<file path="config.mk">
export PLATFORM = sky130hd
export DESIGN_NAME = lpclk_stop_ctrl
export DESIGN_NICKNAME = d
export VERILOG_FILES = /design/src/rtl/lpclk_pkg.sv /design/src/rtl/lpclk_win_cnt.sv /design/src/rtl/lpclk_safe_track.sv /design/src/rtl/lpclk_clk_gate.sv /design/src/rtl/lpclk_stop_fsm.sv /design/src/rtl/lpclk_stop_ctrl.sv
export SDC_FILE = /design/constraint.sdc
export NUM_CORES = 1
export LEC_CHECK = 0
export BUFFER_PORTS_ARGS = -buffer_cell sky130_fd_sc_hd__buf_2
export CAP_MARGIN = 15
export CORE_ASPECT_RATIO = 1.1
export CORE_MARGIN = 2
export CORE_UTILIZATION = 53
export CTS_CLUSTER_DIAMETER = 200
export DETAILED_ROUTE_END_ITERATION = 10
export GPL_TIMING_DRIVEN = 0
export PLACE_DENSITY = 0.81
export SYNTH_ARGS = -nofsm -noshare
export SYNTH_HDL_FRONTEND = slang
export SYNTH_SLANG_ARGS = --single-unit
</file>
<file path="constraint.sdc">
create_clock -name clk_i -period 1.9 [get_ports clk_i]
set_input_delay 0.095 -clock clk_i [delete_from_list [all_inputs] [get_ports clk_i]]
set_output_delay 0.095 -clock clk_i [all_outputs]
set_load 0.005 [all_outputs]
</file>
<file path="src/rtl/lpclk_pkg.sv">
package lpclk_pkg;
  typedef enum logic [2:0] {
    CMD_NOP = 3'd0,
    CMD_ACT = 3'd1,
    CMD_RD  = 3'd2,
    CMD_WR  = 3'd3,
    CMD_PRE = 3'd4,
    CMD_REF = 3'd5,
    CMD_MRS = 3'd6
  } mem_cmd_e;

  typedef enum logic [1:0] {
    ST_RUN,
    ST_DRAIN,
    ST_STOPPED,
    ST_RESTART
  } stop_st_e;

  localparam int unsigned NUM_WIN = 6;
endpackage

</file>
<file path="src/rtl/lpclk_win_cnt.sv">
module lpclk_win_cnt #(
  parameter int unsigned CNT_W = 5,
  parameter int unsigned LEN   = 1
) (
  input  logic clk_i,
  input  logic rst_ni,
  input  logic load_i,
  output logic busy_o
);
  logic [CNT_W-1:0] cnt_q;

  always_ff @(posedge clk_i or negedge rst_ni) begin
    if (!rst_ni)             cnt_q <= '0;
    else if (load_i)         cnt_q <= CNT_W'(LEN);
    else if (cnt_q != '0)    cnt_q <= cnt_q - 1'b1;
  end

  assign busy_o = (cnt_q != '0);
endmodule

</file>
<file path="src/rtl/lpclk_safe_track.sv">
module lpclk_safe_track
  import lpclk_pkg::*;
#(
  parameter int unsigned CNT_W = 5,
  parameter int unsigned T_RCD = 3,
  parameter int unsigned T_RD  = 5,
  parameter int unsigned T_WR  = 6,
  parameter int unsigned T_RP  = 3,
  parameter int unsigned T_RFC = 10,
  parameter int unsigned T_MRD = 2
) (
  input  logic       clk_i,
  input  logic       rst_ni,
  input  logic       issue_i,
  input  logic [2:0] cmd_i,
  output logic       safe_o
);
  // index g serves command code g+1
  localparam int unsigned WIN_LEN [NUM_WIN] = '{T_RCD, T_RD, T_WR, T_RP, T_RFC, T_MRD};

  logic [NUM_WIN-1:0] busy;

  for (genvar g = 0; g < NUM_WIN; g++) begin : g_win
    lpclk_win_cnt #(
      .CNT_W(CNT_W),
      .LEN  (WIN_LEN[g])
    ) u_win (
      .clk_i (clk_i),
      .rst_ni(rst_ni),
      .load_i(issue_i && (cmd_i == 3'(g + 1))),
      .busy_o(busy[g])
    );
  end

  assign safe_o = ~|busy && !issue_i;
endmodule

</file>
<file path="src/rtl/lpclk_clk_gate.sv">
module lpclk_clk_gate (
  input  logic clk_i,
  input  logic rst_ni,
  input  logic en_req_i,
  output logic clk_en_o,
  output logic ck_t_o,
  output logic ck_c_o
);
  logic en_q;

  // enable moves on the falling edge only: no runt pulse on the gated clock
  always_ff @(negedge clk_i or negedge rst_ni) begin
    if (!rst_ni) en_q <= 1'b1;
    else         en_q <= en_req_i;
  end

  assign clk_en_o = en_q;
  assign ck_t_o   = clk_i & en_q;
  assign ck_c_o   = ~ck_t_o;
endmodule

</file>
<file path="src/rtl/lpclk_stop_fsm.sv">
module lpclk_stop_fsm
  import lpclk_pkg::*;
#(
  parameter int unsigned NOP_W = 4
) (
  input  logic             clk_i,
  input  logic             rst_ni,
  input  logic             stop_req_i,
  input  logic             wake_req_i,
  input  logic             safe_i,
  input  logic [NOP_W-1:0] restart_nops_i,
  output stop_st_e         state_o,
  output logic             wake_ack_o
);
  stop_st_e         state_q, state_d;
  logic [NOP_W-1:0] nop_cnt_q;
  logic             ack_q;

  always_comb begin
    state_d = state_q;
    unique case (state_q)
      ST_RUN:     if (stop_req_i && !wake_req_i) state_d = ST_DRAIN;
      ST_DRAIN:   if (wake_req_i)                state_d = ST_RUN;
                  else if (safe_i)               state_d = ST_STOPPED;
      ST_STOPPED: if (wake_req_i)                state_d = ST_RESTART;
      ST_RESTART: if (nop_cnt_q <= NOP_W'(1))    state_d = ST_RUN;
      default:                                   state_d = ST_RUN;
    endcase
  end

  always_ff @(posedge clk_i or negedge rst_ni) begin
    if (!rst_ni) begin
      state_q   <= ST_RUN;
      nop_cnt_q <= '0;
      ack_q     <= 1'b0;
    end else begin
      state_q <= state_d;
      ack_q   <= (state_q == ST_RESTART) && (state_d == ST_RUN);
      if (state_q == ST_STOPPED && wake_req_i)
        nop_cnt_q <= (restart_nops_i == '0) ? NOP_W'(1) : restart_nops_i;
      else if (state_q == ST_RESTART && nop_cnt_q > NOP_W'(1))
        nop_cnt_q <= nop_cnt_q - 1'b1;
    end
  end

  assign state_o    = state_q;
  assign wake_ack_o = ack_q;
endmodule

</file>
<file path="src/rtl/lpclk_stop_ctrl.sv">
module lpclk_stop_ctrl
  import lpclk_pkg::*;
#(
  parameter int unsigned T_RCD = 3,
  parameter int unsigned T_RD  = 5,
  parameter int unsigned T_WR  = 6,
  parameter int unsigned T_RP  = 3,
  parameter int unsigned T_RFC = 10,
  parameter int unsigned T_MRD = 2,
  parameter int unsigned NOP_W = 4
) (
  input  logic             clk_i,
  input  logic             rst_ni,
  input  logic             cmd_valid_i,
  input  logic [2:0]       cmd_i,
  output logic             cmd_ready_o,
  input  logic             stop_req_i,
  input  logic             wake_req_i,
  input  logic [NOP_W-1:0] restart_nops_i,
  output logic             wake_ack_o,
  output logic [2:0]       mem_cmd_o,
  output logic             clk_en_o,
  output logic             ck_t_o,
  output logic             ck_c_o,
  output logic             cke_o
);
  localparam int unsigned CNT_W = $clog2(T_RCD + T_RD + T_WR + T_RP + T_RFC + T_MRD + 1);

  stop_st_e state_w;
  logic     safe_w;
  logic     issue_w;
  logic     pass_w;

  assign cmd_ready_o = (state_w == ST_RUN) || (state_w == ST_DRAIN);
  assign pass_w      = cmd_ready_o && cmd_valid_i;
  assign issue_w     = pass_w && (cmd_i != CMD_NOP);
  assign mem_cmd_o   = pass_w ? cmd_i : CMD_NOP;
  assign cke_o       = 1'b1;

  lpclk_safe_track #(
    .CNT_W(CNT_W), .T_RCD(T_RCD), .T_RD(T_RD), .T_WR(T_WR),
    .T_RP(T_RP), .T_RFC(T_RFC), .T_MRD(T_MRD)
  ) u_track (
    .clk_i  (clk_i),
    .rst_ni (rst_ni),
    .issue_i(issue_w),
    .cmd_i  (cmd_i),
    .safe_o (safe_w)
  );

  lpclk_stop_fsm #(.NOP_W(NOP_W)) u_fsm (
    .clk_i         (clk_i),
    .rst_ni        (rst_ni),
    .stop_req_i    (stop_req_i),
    .wake_req_i    (wake_req_i),
    .safe_i        (safe_w),
    .restart_nops_i(restart_nops_i),
    .state_o       (state_w),
    .wake_ack_o    (wake_ack_o)
  );

  lpclk_clk_gate u_gate (
    .clk_i   (clk_i),
    .rst_ni  (rst_ni),
    .en_req_i(state_w != ST_STOPPED),
    .clk_en_o(clk_en_o),
    .ck_t_o  (ck_t_o),
    .ck_c_o  (ck_c_o)
  );
endmodule

</file>
==> metrics.txt, run 1 <==
Die W=64.3 um; run status=complete, but fails checks; Psw=1.82 mW; combinational power share=40.4%; FFs w/ async S/R, synth=100%; vias in the first global route=1756; Seq pwr share=35.5%; antenna cells=0; Post-route DRC=0; post-synthesis cell type count=46; core area=3900 um2; cells along the critical path=nand2_4 -> buf_8 -> clkinv_4 -> buf_6; Final #Nets=297; initial DRC count=92; Tot Pwr=4.73 mW; maximum VDD drop=0.926 mV; setup slack at placement=-0.187 ns; synth top area cells=dfrtp_1, ha_1, xnor2_1; Hold Path End=u_track.g_win[3].u_win.cnt_q[3]; Critical Path Fanout Max=2; antenna violations before repair=0; final wirelength=4.72 mm; share of layout cells above drive strength 1=28.7%; clock power share=24.1%; Max-Cap Viols=0; mean post-synth cell area=9.77 um2; Die Y=70.3 um; unrepaired setup endpoints after global routing=true; slowest CP cell=dfstp_2; CP Capture Type=output pin; Synth Flop Type=dfrtp_1; P_leak=1.27 nW; Syn Std Cell Area=2120 um2; io pins=21; Slew HR=43.7%; largest net degree at the start of global routing=39; Setup crit start kind=register; Die Area=4520 um2; post-detail-place hpwl=2.80 mm; worst hold path type=in -> reg; internal power=2.90 mW; Yosys top cell by area=dfrtp_1; Reg clk slew, reported paths=0.07 ns; global route overflow=0; Critical Path AT=2.27 ns; CP Class=reg -> out; vias after detailed routing=1745; Cell Pwr Density=1720 nW/um2; Worst Clk Skew=0.0719 ns; most common cell in the netlist=dfrtp_1; EDFF count, synth=0; failing checks=setup timing; Pre-antenna DRT Iters=5; start of the worst register-to-register path=u_track.g_win[2].u_win.cnt_q[1]; Worst Hold Launch=cmd_i[1]; Sw Ratio=38.6%; initial core utilization=54.3%; placed inst area=2280 um2; critical path required time=1.80 ns; sequential area share after synthesis=44.9%; row count=24; average wire per standard cell=14.6 um; via/cell ratio=5.39; Synth Net Count=243; post-synth top area share=43.7%; DRT antenna net count=0; R2R cell count=6; first-pass GRT wire length=7.49 mm; Hold WS=0.0518 ns; flop-to-flop setup slack=0.03 ns; worst slew pin tran=0.844 ns; Final setup viols=4; YS warnings=0; Final Cell Area=2750 um2; Synth-to-Final Area Change=29.6%; slowest cell delay on critical path=0.55 ns; Synth Register Bits=38; Worst R2R End=u_fsm.state_o[1]; Post-Syn Instances=217; # port buffers=19; Final Hold Fails=0; max-slew violation total from the final report=0; global placement routability congestion=0.808; CTS tree=done; Tot GR Track Use=22.4%; Setup WS post-layout=-0.467 ns; Worst-Skew Late Latency=0.47 ns; hold depth=3; final setup TNS=-1.35 ns; top cells by count, synth=dfrtp_1, nand2_1, inv_1
registers in the layout (all words and copies together), names as in the netlist:
register                   cells
u_gate.clk_en_o                1
u_fsm.state_o                  2
u_track.g_win.u_win.cnt_q     30
u_fsm.wake_ack_o               1
u_fsm.nop_cnt_q                4
worst max path at each step:
stage | from | endpoint | slack (ns) | cells past startpoint
2_1_floorplan | u_fsm.nop_cnt_q[0] | u_fsm.nop_cnt_q[3] | 0.01 | 6
3_3_place_gp | u_track.g_win[1].u_win.cnt_q[0] | u_fsm.state_o[1] | -0.19 | 6
3_5_place_dp | u_fsm.nop_cnt_q[1] | u_fsm.nop_cnt_q[3] | -0.19 | 6
4_1_cts | u_gate.clk_en_o | ck_t_o | -0.47 | 4
5_1_grt | u_gate.clk_en_o | ck_t_o | -0.52 | 4
6_report | u_gate.clk_en_o | ck_t_o | -0.47 | 4
worst max-delay path, delay by kind of cell (launching register included):
| kind | cells | cell delay, ns |
|---|---|---|
| AND/OR/NAND/NOR | 1 | 0.06 |
| buffers and inverters | 3 | 0.24 |
| flip-flops | 1 | 0.55 |
cell families after synthesis:
logic type / share of synthesized area, %
fa+ha+maj: 8.26
buf+inv: 4.66
mux: 1.53
simple gates: 24.3
xor+xnor: 8.68
other cells: 0.177
flops: 44.9
compound gates: 7.50
area by class of cell:
cell class,instances,area (um2)
multi-input combinational,154,1160
inverter,20,75.1
timing repair buffer,39,273
buffer,2,11.3
clock inverter,4,20.0
clock buffer,15,190
tap,52,65.1
sequential,38,952
fill,289,1160
cells in the final DEF (no fill, tap or decap), types with 3 or more instances in the layout:
master,instances
ha_1,11
or3_1,6
nor3_1,17
o21ai_0,6
buf_6,5
a21oi_1,3
and2_1,3
clkbuf_8,10
buf_4,17
dlygate4sd3_1,5
nor4b_4,4
inv_2,9
xor2_1,7
buf_2,16
nor2b_1,4
inv_1,14
nor2_1,19
nand2_1,22
xnor2_1,14
dfrtp_1,37
metrics by stage:
| step | instances | util, % |
|---|---|---|
| after floorplan | 217 | - |
| after global routing | 324 | 70.4 |
| after global placement | 288 | 58.4 |
| after CTS | 315 | 67.6 |
| after detailed placement | 288 | 58.4 |
| final | 324 | 70.4 |
per-layer routing:
| layer | share of wire, % | track usage (%) | vias to the layer above |
|---|---|---|---|
| li1 | - | - | 837 |
| met1 | 41 | 24.3 | 840 |
| met2 | 51 | 36.0 | 51 |
| met3 | 4.6 | 9.02 | 17 |
| met4 | 3.8 | 14.4 | 0 |
| met5 | 0 | 0 | - |
power groups by stage:
stage                     clock (mW)  sequential (mW)  combinational [mW]
after floorplan               0.0393             1.53                1.27
final                           1.14             1.68                1.91
after global placement        0.0761             1.59                1.48
after CTS                       1.11             1.64                1.74
after global routing            1.23             1.73                2.15
after detailed placement      0.0761             1.61                1.56
repair_timing:
action / CTS / global route
resized for setup: 19 / 16
hold endpoints to repair: 41 / 0
cloned: 0 / 0
pin swaps: 2 / 5
setup endpoints to repair: 7 / 11
buffers inserted: 8 / 10
hold buffers: 5 / 0
(Power assumes the default switching activity.)
==> inputs of run 2 (changes only) <==
--- a/config.mk
+++ b/config.mk
@@ -9,11 +9,11 @@
 export CAP_MARGIN = 15
 export CORE_ASPECT_RATIO = 1.1
 export CORE_MARGIN = 2
-export CORE_UTILIZATION = 53
+export CORE_UTILIZATION = 35
 export CTS_CLUSTER_DIAMETER = 200
 export DETAILED_ROUTE_END_ITERATION = 10
 export GPL_TIMING_DRIVEN = 0
-export PLACE_DENSITY = 0.81
+export PLACE_DENSITY = 0.59
 export SYNTH_ARGS = -nofsm -noshare
 export SYNTH_HDL_FRONTEND = slang
 export SYNTH_SLANG_ARGS = --single-unit
==> run 2 against run 1 <==
- the run still ends with setup timing left
- die area increased by 48%
- first-iteration DRC count rose by 37%
- cell area shrank 3.1%
- critical path depth stayed put
- critical path type unchanged
- utilization fell by 25 points
- clock-buffer cell count unchanged
- sequential power fell by 2%
- global-route usage is 8.2 points lower
- combinational power fell by 11%
==> metrics.txt, run 2 (synthesis gave the netlist of run 1 again) <==
unrepaired setup endpoints after global routing=true; critical path startpoint=u_gate.clk_en_o; # port buffers=19 (unchanged); initial DRC count=126 (+37%); Tot GR Track Use=14.2% (-8.2 points); run status=complete, but fails checks; Max-Cap Viols=0 (unchanged); Critical Path AT=2.23 ns (-0.04 ns); CP Class=reg -> out; maximum VDD drop=0.592 mV (-36%); worst hold path type=in -> reg; Setup WS post-layout=-0.422 ns (+0.0445 ns); CP Capture Type=output pin; critical path required time=1.80 ns (about the same); Worst Setup EP=ck_t_o; Final setup viols=4 (unchanged); row count=29 (+21%); DRT antenna net count=0 (unchanged); Pre-antenna DRT Iters=5 (unchanged); io pins=21 (unchanged); Cell Pwr Density=1660 nW/um2 (-3.5%); antenna cells=0 (unchanged); largest net degree at the start of global routing=39 (unchanged); Worst Clk Skew=0.0696 ns (-0.00236 ns); Hold WS=0.0698 ns (+0.0180 ns); Final Hold Fails=0 (unchanged); Post-route DRC=0 (unchanged); failing checks=setup timing; Die Y=85.6 um (+22%); Die W=78.2 um (+22%); worst slew pin tran=0.828 ns (-0.0158 ns); most common cell after layout, fill and taps aside=dfrtp_1; Worst R2R End=u_fsm.state_o[1]; CTS tree=done; Setup crit start kind=register; Fill cells=580 (+100%); Largest register FFs=30 (unchanged); Final #Nets=288 (-3.0%); global route overflow=0 (unchanged); vias in the first global route=1624 (-7.5%); via/cell ratio=4.80 (-11%); max-slew violation total from the final report=0 (unchanged); first-pass GRT wire length=7.29 mm (-2.7%); post-detail-place hpwl=2.75 mm (-2.0%); flop-to-flop setup slack=0.03 ns (about the same); R2R cell count=5 (-1); Die Area=6690 um2 (+48%); final wirelength=4.17 mm (-12%); average wire per standard cell=12.3 um (-16%); placed inst area=2310 um2 (+1.4%); antenna violations before repair=0 (unchanged); vias after detailed routing=1631 (-6.5%); start of the worst register-to-register path=u_track.g_win[3].u_win.cnt_q[1]; Final Cell Area=2660 um2 (-3.1%); core area=5810 um2 (+49%); Reg clk slew, reported paths=0.07 ns (about the same); largest reg by FF count=u_track.g_win.u_win.cnt_q; share of layout cells above drive strength 1=22.8% (-5.9 points); initial core utilization=36.5% (-18 points); Worst-Skew Late Latency=0.45 ns (-0.02 ns); Critical Path Fanout Max=2 (unchanged); final setup TNS=-1.06 ns (+0.282 ns); Slew HR=44.8% (+1.1 points); P_leak=1.23 nW (-3.5%); global placement routability congestion=0.777 (-3.8%); most frequent cells in the layout=dfrtp_1, nand2_1, inv_1, nor2_1; Synth-to-Final Area Change=25.7%
-- run 2: critical path, cell delays in order, from the launching register on --
cell	delay [ns]
dfstp_2	0.52
nand2_2	0.06
clkbuf_8	0.13
inv_2	0.04
buf_6	0.08
-- run 2: final cells by class --
cell class,count,area (um2),area share [%]
Clock inverter,4,16.3,0.611
Buffer,2,11.3,0.423
Inverter,20,75.1,2.82
Sequential cell,38,952,35.7
Timing Repair Buffer,30,195,7.33
Clock buffer,15,191,7.19
Multi-Input combinational cell,154,1130,42.3
Tap cell,77,96.3,3.62
-- run 2: repair_timing --
item | CTS | global route
resized for setup | 15 | 1
endpoints found under the setup margin | 7 | 8
setup buffers | 8 | 0
pin swaps | 2 | 2
hold endpoints to repair | 41 | 0
hold buffers | 5 | 0
-- run 2: metal layers --
metal  GRT usage [%]  vias to the layer above  share of wire [%]
met4            8.61                        0               0.74
li1                -                      822                  -
met3            4.74                        4                4.4
met2            21.3                       36                 49
met5               0                        -                  0
met1            17.7                      769                 46
-- run 2: how the worst min path moves through the flow --
stage,cells past startpoint,end,slack (ns),start
global placement,2,ck_c_o,0.25,clk_i
floorplan,0,u_fsm.nop_cnt_q[0],-0.20,rst_ni
global route,3,u_fsm.nop_cnt_q[1],0.07,wake_req_i
CTS,3,u_track.g_win[1].u_win.cnt_q[0],0.05,cmd_i[2]
finish,3,u_fsm.nop_cnt_q[1],0.07,wake_req_i
detailed placement,2,ck_c_o,0.25,clk_i
-- run 2: metrics by stage --
| stage | std cells | setup WS, ns | util, % | power [mW] |
|---|---|---|---|---|
| floorplan | 217 | 0.0113 | - | 2.84 |
| global placement | 313 | -0.172 | 39.8 | 3.18 |
| detailed placement | 313 | -0.183 | 39.8 | 3.22 |
| CTS | 341 | -0.453 | 46.0 | 4.47 |
| global route | 340 | -0.479 | 45.9 | 4.83 |
| finish | 340 | -0.422 | 45.9 | 4.42 |
-- run 2: power breakdown --
part	internal, mW	switching, mW	total [mW]
Clock	0.672	0.407	1.08
Combinational	0.888	0.814	1.70
Sequential	1.22	0.424	1.64
Total	2.78	1.64	4.42
